$ cat src/rtl/cpl_pkg.sv
// Shared types and constants for the completion splitter.
package cpl_pkg;
    typedef enum logic [1:0] {
        KIND_MEM_WR = 2'd0,
        KIND_MEM_RD = 2'd1,
        KIND_IO_RD  = 2'd2,
        KIND_IO_WR  = 2'd3
    } req_kind_t;

    localparam logic [2:0] STAT_SC = 3'b000;
    localparam logic [2:0] STAT_UR = 3'b001;
    localparam logic [2:0] STAT_CA = 3'b100;
endpackage

$ cat src/rtl/cpl_limit_decode.sv
// Decodes the payload limit code and the boundary select into byte counts.
// Assumes: codes above 5 are reserved and fall back to the smallest limit.
module cpl_limit_decode #(
    parameter int BCNT_W = 13
) (
    input  logic [2:0]        mps_code,
    input  logic              rcb_sel,
    output logic [BCNT_W-1:0] mps_bytes,
    output logic [BCNT_W-1:0] rcb_bytes
);
    localparam logic [BCNT_W-1:0] MPS_MIN = BCNT_W'(128);

    // Payload limit: 128 bytes shifted by the code, reserved codes clamp.
    always_comb begin
        if (mps_code > 3'd5) mps_bytes = MPS_MIN;
        else                 mps_bytes = MPS_MIN << mps_code;
    end

    // Boundary: 64 or 128 bytes.
    always_comb rcb_bytes = rcb_sel ? BCNT_W'(128) : BCNT_W'(64);
endmodule

$ cat src/rtl/cpl_chunk_calc.sv
// Sizes the next completion from the current address and remaining bytes.
// Assumes: addresses are doubleword aligned and the payload limit is a
// multiple of the boundary, so after the first piece alignment is kept.
module cpl_chunk_calc #(
    parameter int BCNT_W = 13,
    parameter int LA_W   = 7
) (
    input  logic [LA_W-1:0]   addr_low,
    input  logic [BCNT_W-1:0] rem_bytes,
    input  logic              first,
    input  logic [BCNT_W-1:0] mps_bytes,
    input  logic [BCNT_W-1:0] rcb_bytes,
    output logic [BCNT_W-1:0] chunk
);
    logic [BCNT_W-1:0] off;
    logic [BCNT_W-1:0] lim;

    // Offset of the address inside its boundary block.
    always_comb off = BCNT_W'(addr_low) & (rcb_bytes - BCNT_W'(1));

    // Limit for this piece: reach the boundary first, then full payloads.
    always_comb begin
        if (first && off != '0) lim = rcb_bytes - off;
        else                    lim = mps_bytes;
        chunk = (rem_bytes < lim) ? rem_bytes : lim;
    end
endmodule

$ cat src/rtl/cpl_hdr_format.sv
// Forms the per-completion header fields from the request context.
// Assumes: chunk never exceeds 4096 bytes, so length bits above 10 drop.
module cpl_hdr_format #(
    parameter int ADDR_W = 32,
    parameter int LEN_W  = 10,
    parameter int BCNT_W = LEN_W + 3,
    parameter int LA_W   = 7
) (
    input  logic [ADDR_W-1:0] cur_addr,
    input  logic [BCNT_W-1:0] rem_bytes,
    input  logic [BCNT_W-1:0] chunk,
    input  logic              is_io,
    input  logic              no_data,
    output logic [LEN_W-1:0]  len_dw,
    output logic [BCNT_W-1:0] byte_cnt,
    output logic [LA_W-1:0]   lower_addr,
    output logic              last
);
    // Length in doublewords; 1024 wraps to zero in the field width.
    always_comb len_dw = no_data ? '0 : chunk[LEN_W+1:2];

    // Remaining bytes are reported from this completion's first byte.
    always_comb byte_cnt = rem_bytes;

    // Lower address follows the request kind.
    always_comb lower_addr = is_io ? '0 : cur_addr[LA_W-1:0];

    // Final piece once the chunk covers what is owed.
    always_comb last = no_data || (chunk == rem_bytes);
endmodule

$ cat src/rtl/cpl_splitter.sv
// Turns one decoded request into its completion headers, one per handshake.
// Assumes: configuration is stable while busy; I/O requests are 1 doubleword.
module cpl_splitter #(
    parameter int ADDR_W = 32,
    parameter int LEN_W  = 10,
    parameter int RID_W  = 16,
    parameter int TAG_W  = 8,
    parameter int LA_W   = 7,
    parameter int BCNT_W = LEN_W + 3
) (
    input  logic              clk,
    input  logic              rst_n,
    input  logic              req_valid,
    output logic              req_ready,
    input  logic [1:0]        req_kind,
    input  logic [RID_W-1:0]  req_rid,
    input  logic [TAG_W-1:0]  req_tag,
    input  logic [ADDR_W-1:0] req_addr,
    input  logic [LEN_W-1:0]  req_len_dw,
    input  logic              req_err,
    input  logic              req_err_ca,
    input  logic [2:0]        cfg_mps_code,
    input  logic              cfg_rcb_sel,
    output logic              cpl_valid,
    input  logic              cpl_ready,
    output logic [2:0]        cpl_status,
    output logic [RID_W-1:0]  cpl_rid,
    output logic [TAG_W-1:0]  cpl_tag,
    output logic              cpl_has_data,
    output logic [LEN_W-1:0]  cpl_len_dw,
    output logic [BCNT_W-1:0] cpl_byte_cnt,
    output logic [LA_W-1:0]   cpl_lower_addr,
    output logic              cpl_last
);
    import cpl_pkg::*;

    localparam logic [BCNT_W-1:0] DW_BYTES = BCNT_W'(4);

    logic              busy_q, first_q, io_q, nodata_q;
    logic [2:0]        status_q;
    logic [RID_W-1:0]  rid_q;
    logic [TAG_W-1:0]  tag_q;
    logic [ADDR_W-1:0] cur_q;
    logic [BCNT_W-1:0] rem_q;
    logic [BCNT_W-1:0] mps_bytes, rcb_bytes, chunk_raw, chunk;
    logic [BCNT_W-1:0] req_bytes;
    logic              accept, take, last;
    req_kind_t         kind;

    cpl_limit_decode #(.BCNT_W(BCNT_W)) u_limits (
        .mps_code (cfg_mps_code),
        .rcb_sel  (cfg_rcb_sel),
        .mps_bytes(mps_bytes),
        .rcb_bytes(rcb_bytes)
    );

    cpl_chunk_calc #(.BCNT_W(BCNT_W), .LA_W(LA_W)) u_chunk (
        .addr_low (cur_q[LA_W-1:0]),
        .rem_bytes(rem_q),
        .first    (first_q),
        .mps_bytes(mps_bytes),
        .rcb_bytes(rcb_bytes),
        .chunk    (chunk_raw)
    );

    // No-data completions consume the whole remainder in one step.
    always_comb chunk = nodata_q ? rem_q : chunk_raw;

    cpl_hdr_format #(.ADDR_W(ADDR_W), .LEN_W(LEN_W), .BCNT_W(BCNT_W), .LA_W(LA_W)) u_hdr (
        .cur_addr  (cur_q),
        .rem_bytes (rem_q),
        .chunk     (chunk),
        .is_io     (io_q),
        .no_data   (nodata_q),
        .len_dw    (cpl_len_dw),
        .byte_cnt  (cpl_byte_cnt),
        .lower_addr(cpl_lower_addr),
        .last      (last)
    );

    // Handshake decode and request size in bytes (zero length means 1024 DW).
    always_comb begin
        kind      = req_kind_t'(req_kind);
        accept    = req_valid && !busy_q;
        take      = busy_q && cpl_ready;
        req_bytes = (req_len_dw == '0) ? (BCNT_W'(1) << (LEN_W + 2))
                                       : {1'b0, req_len_dw, 2'b00};
    end

    // Request context: loaded on accept, advanced on each taken completion.
    always_ff @(posedge clk) begin
        if (!rst_n) begin
            busy_q   <= 1'b0;
            first_q  <= 1'b0;
            io_q     <= 1'b0;
            nodata_q <= 1'b0;
            status_q <= STAT_SC;
            rid_q    <= '0;
            tag_q    <= '0;
            cur_q    <= '0;
            rem_q    <= '0;
        end else if (accept) begin
            if (kind != KIND_MEM_WR) begin
                busy_q   <= 1'b1;
                first_q  <= 1'b1;
                io_q     <= req_kind[1];
                nodata_q <= req_err || (kind == KIND_IO_WR);
                status_q <= !req_err ? STAT_SC : (req_err_ca ? STAT_CA : STAT_UR);
                rid_q    <= req_rid;
                tag_q    <= req_tag;
                cur_q    <= req_addr;
                rem_q    <= req_kind[1] ? DW_BYTES : req_bytes;
            end
        end else if (take) begin
            if (last) begin
                busy_q <= 1'b0;
            end else begin
                first_q <= 1'b0;
                cur_q   <= cur_q + ADDR_W'(chunk);
                rem_q   <= rem_q - chunk;
            end
        end
    end

    // Port outputs driven from the held context.
    always_comb begin
        req_ready    = !busy_q;
        cpl_valid    = busy_q;
        cpl_status   = status_q;
        cpl_rid      = rid_q;
        cpl_tag      = tag_q;
        cpl_has_data = !nodata_q;
        cpl_last     = last;
    end
endmodule

$ cat config.mk
export PLATFORM = sky130hd
export DESIGN_NAME = cpl_splitter
export DESIGN_NICKNAME = d
export VERILOG_FILES = /design/src/rtl/cpl_pkg.sv /design/src/rtl/cpl_limit_decode.sv /design/src/rtl/cpl_chunk_calc.sv /design/src/rtl/cpl_hdr_format.sv /design/src/rtl/cpl_splitter.sv
export SDC_FILE = /design/constraint.sdc
export NUM_CORES = 1
export LEC_CHECK = 0
export BUFFER_PORTS_ARGS = -buffer_cell sky130_fd_sc_hd__buf_2
export CAP_MARGIN = 40
export CORE_MARGIN = 8
export CORE_UTILIZATION = 45
export CTS_CLUSTER_DIAMETER = 80
export DETAILED_ROUTE_END_ITERATION = 10
export HOLD_SLACK_MARGIN = 0.15
export PLACE_DENSITY = 0.78
export SYNTH_ARGS = -nofsm -noshare
export SYNTH_HDL_FRONTEND = slang
export SYNTH_SLANG_ARGS = --single-unit
$ cat constraint.sdc
create_clock -name clk -period 4.6 [get_ports clk]
set_clock_uncertainty 0.15 [all_clocks]
set_input_delay 0.69 -clock clk [delete_from_list [all_inputs] [get_ports clk]]
set_output_delay 0.69 -clock clk [all_outputs]
set_load 0.01 [all_outputs]
==> out/summary.md <==
The die is 105 um tall. The leakage dissipation is 2.40 nW, and the total detailed-routing wirelength is 12.5 mm. The placeable core region was 0.00765 sq mm; the share of synthesized area occupied by flip-flops and latches was 28.3%. The register cell area after layout is 0.00100 sq mm. Final hold analysis gives a worst-case slack of 307 ps.

Global-route wire length before repair: 19.8 mm. The worst hold path belongs to the class flop to flop. The tools report the netlist area before placement as 0.00353 sq mm. The ratio of total power to cell area was 574 mW/mm^2; the reg2reg setup slack was -270 ps.

Across the VDD grid, the largest voltage drop is 0.000259 V. The die width works out to 105 um. For the sum of net half-perimeters after detailed placement, the log shows 9.49 mm. For the final net count, the log shows 770.

Hold path startpoint: cpl_tag[5]. For the worst flop-to-flop path, the logic depth is 21. For the TritonCTS buffer count, the log shows 5. The end point of the most critical hold path is cpl_tag[5]. Global router's overall resource usage: 21.3%. The layout cell share with drive strength beyond 1 was 37.1%; the pin count of the biggest net entering global routing was 39. The logs give 0.00510 sq mm for the design area and 4178 for the via count of the first global-routing pass. After detailed routing, the number of remaining DRC violations is 0.

The repair_antennas step left the layout with diodes totalling 0. After synthesis, the mean cell area works out to 7.34 sq um. The clock reaches the later pin of the worst-skew pair after 310 ps. The area growth from synthesis to final layout is 44.5%, and the cell count after synthesis is 481. For this design the top-level I/O count stands at 139. Buffers inserted to repair hold after CTS numbered 0. The number of flip-flops and latches in the synthesized netlist was 50; the post-placement setup slack was -310 ps. Setup repair after global routing could not meet its margin everywhere. Yosys instantiated no cell more often than sky130_fd_sc_hd__nand2_1.

Summing all placed instances gives a cell area of 0.00476 sq mm. Summing all multi-input logic gate instances after layout gives 0.00257 sq mm. The flow ran to the end, but the final reports show violations.

The number of synthesized flops with an enable pin is 0. The most used flip-flop cell after synthesis is sky130_fd_sc_hd__dfxtp_1. In the finished design, the share of the clock period the worst path needs comes to 106%.

Arrival time of the worst setup path: 4970 ps. The routed layout has 4151 vias. The beginning of the worst register-to-register path was cur_q[4].

The clock net in this run drives a total of 50 sinks. The proportion of register bits with asynchronous set or reset after synthesis was 0%. TritonCTS built the clock tree.

In the post-synthesis netlist, the biggest area contributors are sky130_fd_sc_hd__dfxtp_1 28%, sky130_fd_sc_hd__ha_1 11%, sky130_fd_sc_hd__nand2_1 9.2%, sky130_fd_sc_hd__a21oi_1 8.1%, sky130_fd_sc_hd__nor2_1 6.1%. Post-synthesis cell type with the largest combined area: sky130_fd_sc_hd__dfxtp_1. Synthesis produced a netlist with a net count of 592. For the number of iterations in the first detailed-routing pass, the log shows 5. The initial utilization of the core area, before any placement, comes to 46.2%. The logs give 0.0109 sq mm for the total die area and 4690 ps for the required time at the endpoint of the critical path. Overall power consumption after layout is estimated at 0.00293 W. The number of setup violations in the final report came out at 5. The commonest cells after synthesis are 87 x sky130_fd_sc_hd__nand2_1, 57 x sky130_fd_sc_hd__a21oi_1, 57 x sky130_fd_sc_hd__nor2_1.

Maximum fanout encountered on the critical timing path: 9. The checks that failed: setup timing. The cell sitting at the root of the clock tree is a sky130_fd_sc_hd__clkbuf_8. The logs give 0 for the number of antenna violations at the first check in global routing and 2 for the number of H-tree levels.

The tool flagged a number of max-cap violations equal to 0. Post-layout worst setup margin: -272 ps. The critical path class was flop to flop.

In this run the remaining antenna-violating nets after routing total 0. The clock-pin slew reported for the worst setup and hold paths after clock tree synthesis is 100 ps. The worst register-to-register path ends at cur_q[6].

Subtracting the final worst setup slack from the clock period gives 4870 ps. The logs give 0.944 for the global placement routability congestion and 32 for the number of standard-cell rows in the floorplan. The post-detailed-route via-to-cell ratio was 5.45; the slew at the pin closest to its max-slew limit was 571 ps. The critical path launch point type is a flop. The count of final max-slew check failures came out at 0. The worst setup path is captured at a flop. The total of fill cells in the finished design came out at 659. The worst hold path passes through 2 cells. No sink is reached through more buffers than the 2 on the longest clock path. The total overflow reported by the global router was 0. Fraction of synthesized cell area taken by the top area cell type: 28.3%.

Based on the critical path, the design can be clocked at up to 205 MHz. The run gives 254 as the initial detailed-routing violation count. The worst pin sits at a relative slew slack of 61.9%.

The count of buffers inserted at the top-level ports came out at 112. The average detailed-routed wire length per instance was 16.5 um. The final-report hold violation count was 0. In this run, distinct cell masters in the synthesized netlist total 52. The tools report the number of synthesis warnings as 0.
cells in the final DEF, fill, tap and decap left out, types with 4 or more instances in the layout:
cell and n:
sky130_fd_sc_hd__nor2b_1 10, sky130_fd_sc_hd__a21oi_2 7, sky130_fd_sc_hd__nand2_1 86, sky130_fd_sc_hd__nand4_1 6
sky130_fd_sc_hd__buf_2 112, sky130_fd_sc_hd__a21oi_1 50, sky130_fd_sc_hd__xor2_1 4, sky130_fd_sc_hd__nor2_1 56
sky130_fd_sc_hd__nor3_1 5, sky130_fd_sc_hd__ha_4 6, sky130_fd_sc_hd__o21ai_0 14, sky130_fd_sc_hd__a21o_1 6
sky130_fd_sc_hd__a311oi_1 7, sky130_fd_sc_hd__xnor2_1 12, sky130_fd_sc_hd__nand3_1 9, sky130_fd_sc_hd__clkbuf_8 5
sky130_fd_sc_hd__dfxtp_1 47, sky130_fd_sc_hd__a211oi_1 4, sky130_fd_sc_hd__ha_1 23, sky130_fd_sc_hd__o21a_1 7
sky130_fd_sc_hd__a31oi_1 9, sky130_fd_sc_hd__nor3b_1 4, sky130_fd_sc_hd__inv_1 21, sky130_fd_sc_hd__buf_4 78
cell type report:
cell class | count | share of cell area, %
repair buffers | 194 | 23.7
inverters | 21 | 1.54
clock buffers | 5 | 1.35
multi-input cells | 387 | 50.4
well taps | 102 | 2.50
clock inverters | 3 | 0.858
flip-flops and latches | 50 | 19.7
through the flow:
| step | std cells | utilization [%] | TNS, ps |
|---|---|---|---|
| final | 762 | 66.7 | -612 |
| after CTS | 758 | 65.1 | -529 |
| after detailed placement | 747 | 62.2 | -3260 |
| after floorplan | 481 | - | 0 |
| after global placement | 747 | 62.2 | -1730 |
| after global routing | 762 | 66.7 | -2390 |
per-layer routing:
layer | up-vias | wire length, um | track usage, %
li1 | 2039 | - | -
met5 | - | 0 | 0
met1 | 1897 | 5240 | 25.8
met3 | 20 | 1370 | 7.13
met2 | 195 | 5730 | 34.8
met4 | 0 | 209 | 7.34
sequential cells by signal (all words and copies together), names as in the netlist:
signal,flops
cur_q,7
cpl_valid,1
nodata_q,1
io_q,1
rem_q,13
cpl_tag,8
cpl_status,2
first_q,1
cpl_rid,16
worst max-delay path: stages (launching register included):
cell and delay, ps:
sky130_fd_sc_hd__dfxtp_2 350, sky130_fd_sc_hd__nor4_4 360, sky130_fd_sc_hd__a31oi_4 180, sky130_fd_sc_hd__or4_4 470, sky130_fd_sc_hd__ha_4 280, sky130_fd_sc_hd__nand4_1 150, sky130_fd_sc_hd__or2_4 280, sky130_fd_sc_hd__o22ai_2 150
sky130_fd_sc_hd__o21ai_2 120, sky130_fd_sc_hd__buf_12 160, sky130_fd_sc_hd__buf_4 130, sky130_fd_sc_hd__o21ai_4 150, sky130_fd_sc_hd__ha_2 200, sky130_fd_sc_hd__inv_1 50, sky130_fd_sc_hd__fa_2 370, sky130_fd_sc_hd__nor2b_2 140
sky130_fd_sc_hd__o21a_1 160, sky130_fd_sc_hd__o21a_1 150, sky130_fd_sc_hd__nor4_1 50, sky130_fd_sc_hd__a311o_1 300, sky130_fd_sc_hd__or3_1 310, sky130_fd_sc_hd__a31oi_1 150
where the power goes:
part	total (W)	internal (W)	switching, W
registers	0.000572	0.000493	0.0000790
clock network	0.000321	0.000163	0.000158
logic	0.00204	0.00101	0.00102
total	0.00293	0.00167	0.00126
logic make-up after synthesis:
family | count (synthesis) | synth area share, %
flops | 50 | 28.3
compound gates | 132 | 23.2
mux | 4 | 1.28
simple gates | 201 | 25.7
fa+ha+maj | 33 | 12.1
other cells | 1 | 0.106
buf+inv | 44 | 5.32
xor+xnor | 16 | 3.97
worst max-delay path by stage:
| stage | from | end | cells after the start |
|---|---|---|---|
| 2_1_floorplan | cfg_rcb_sel | cur_q[6] | 20 |
| 3_5_place_dp | cfg_rcb_sel | cur_q[6] | 22 |
| 3_3_place_gp | cfg_rcb_sel | cur_q[6] | 23 |
| 4_1_cts | cur_q[4] | cpl_last | 15 |
| 5_1_grt | cur_q[4] | cpl_last | 17 |
| 6_report | cur_q[4] | cur_q[6] | 21 |
timing repair:
| action | CTS | global route |
|---|---|---|
| buffers inserted | 3 | 4 |
| setup endpoints to repair | 9 | 21 |
| pin swaps | 10 | 13 |
| resized for setup | 14 | 20 |
Power figures use the tool's default switching activity.
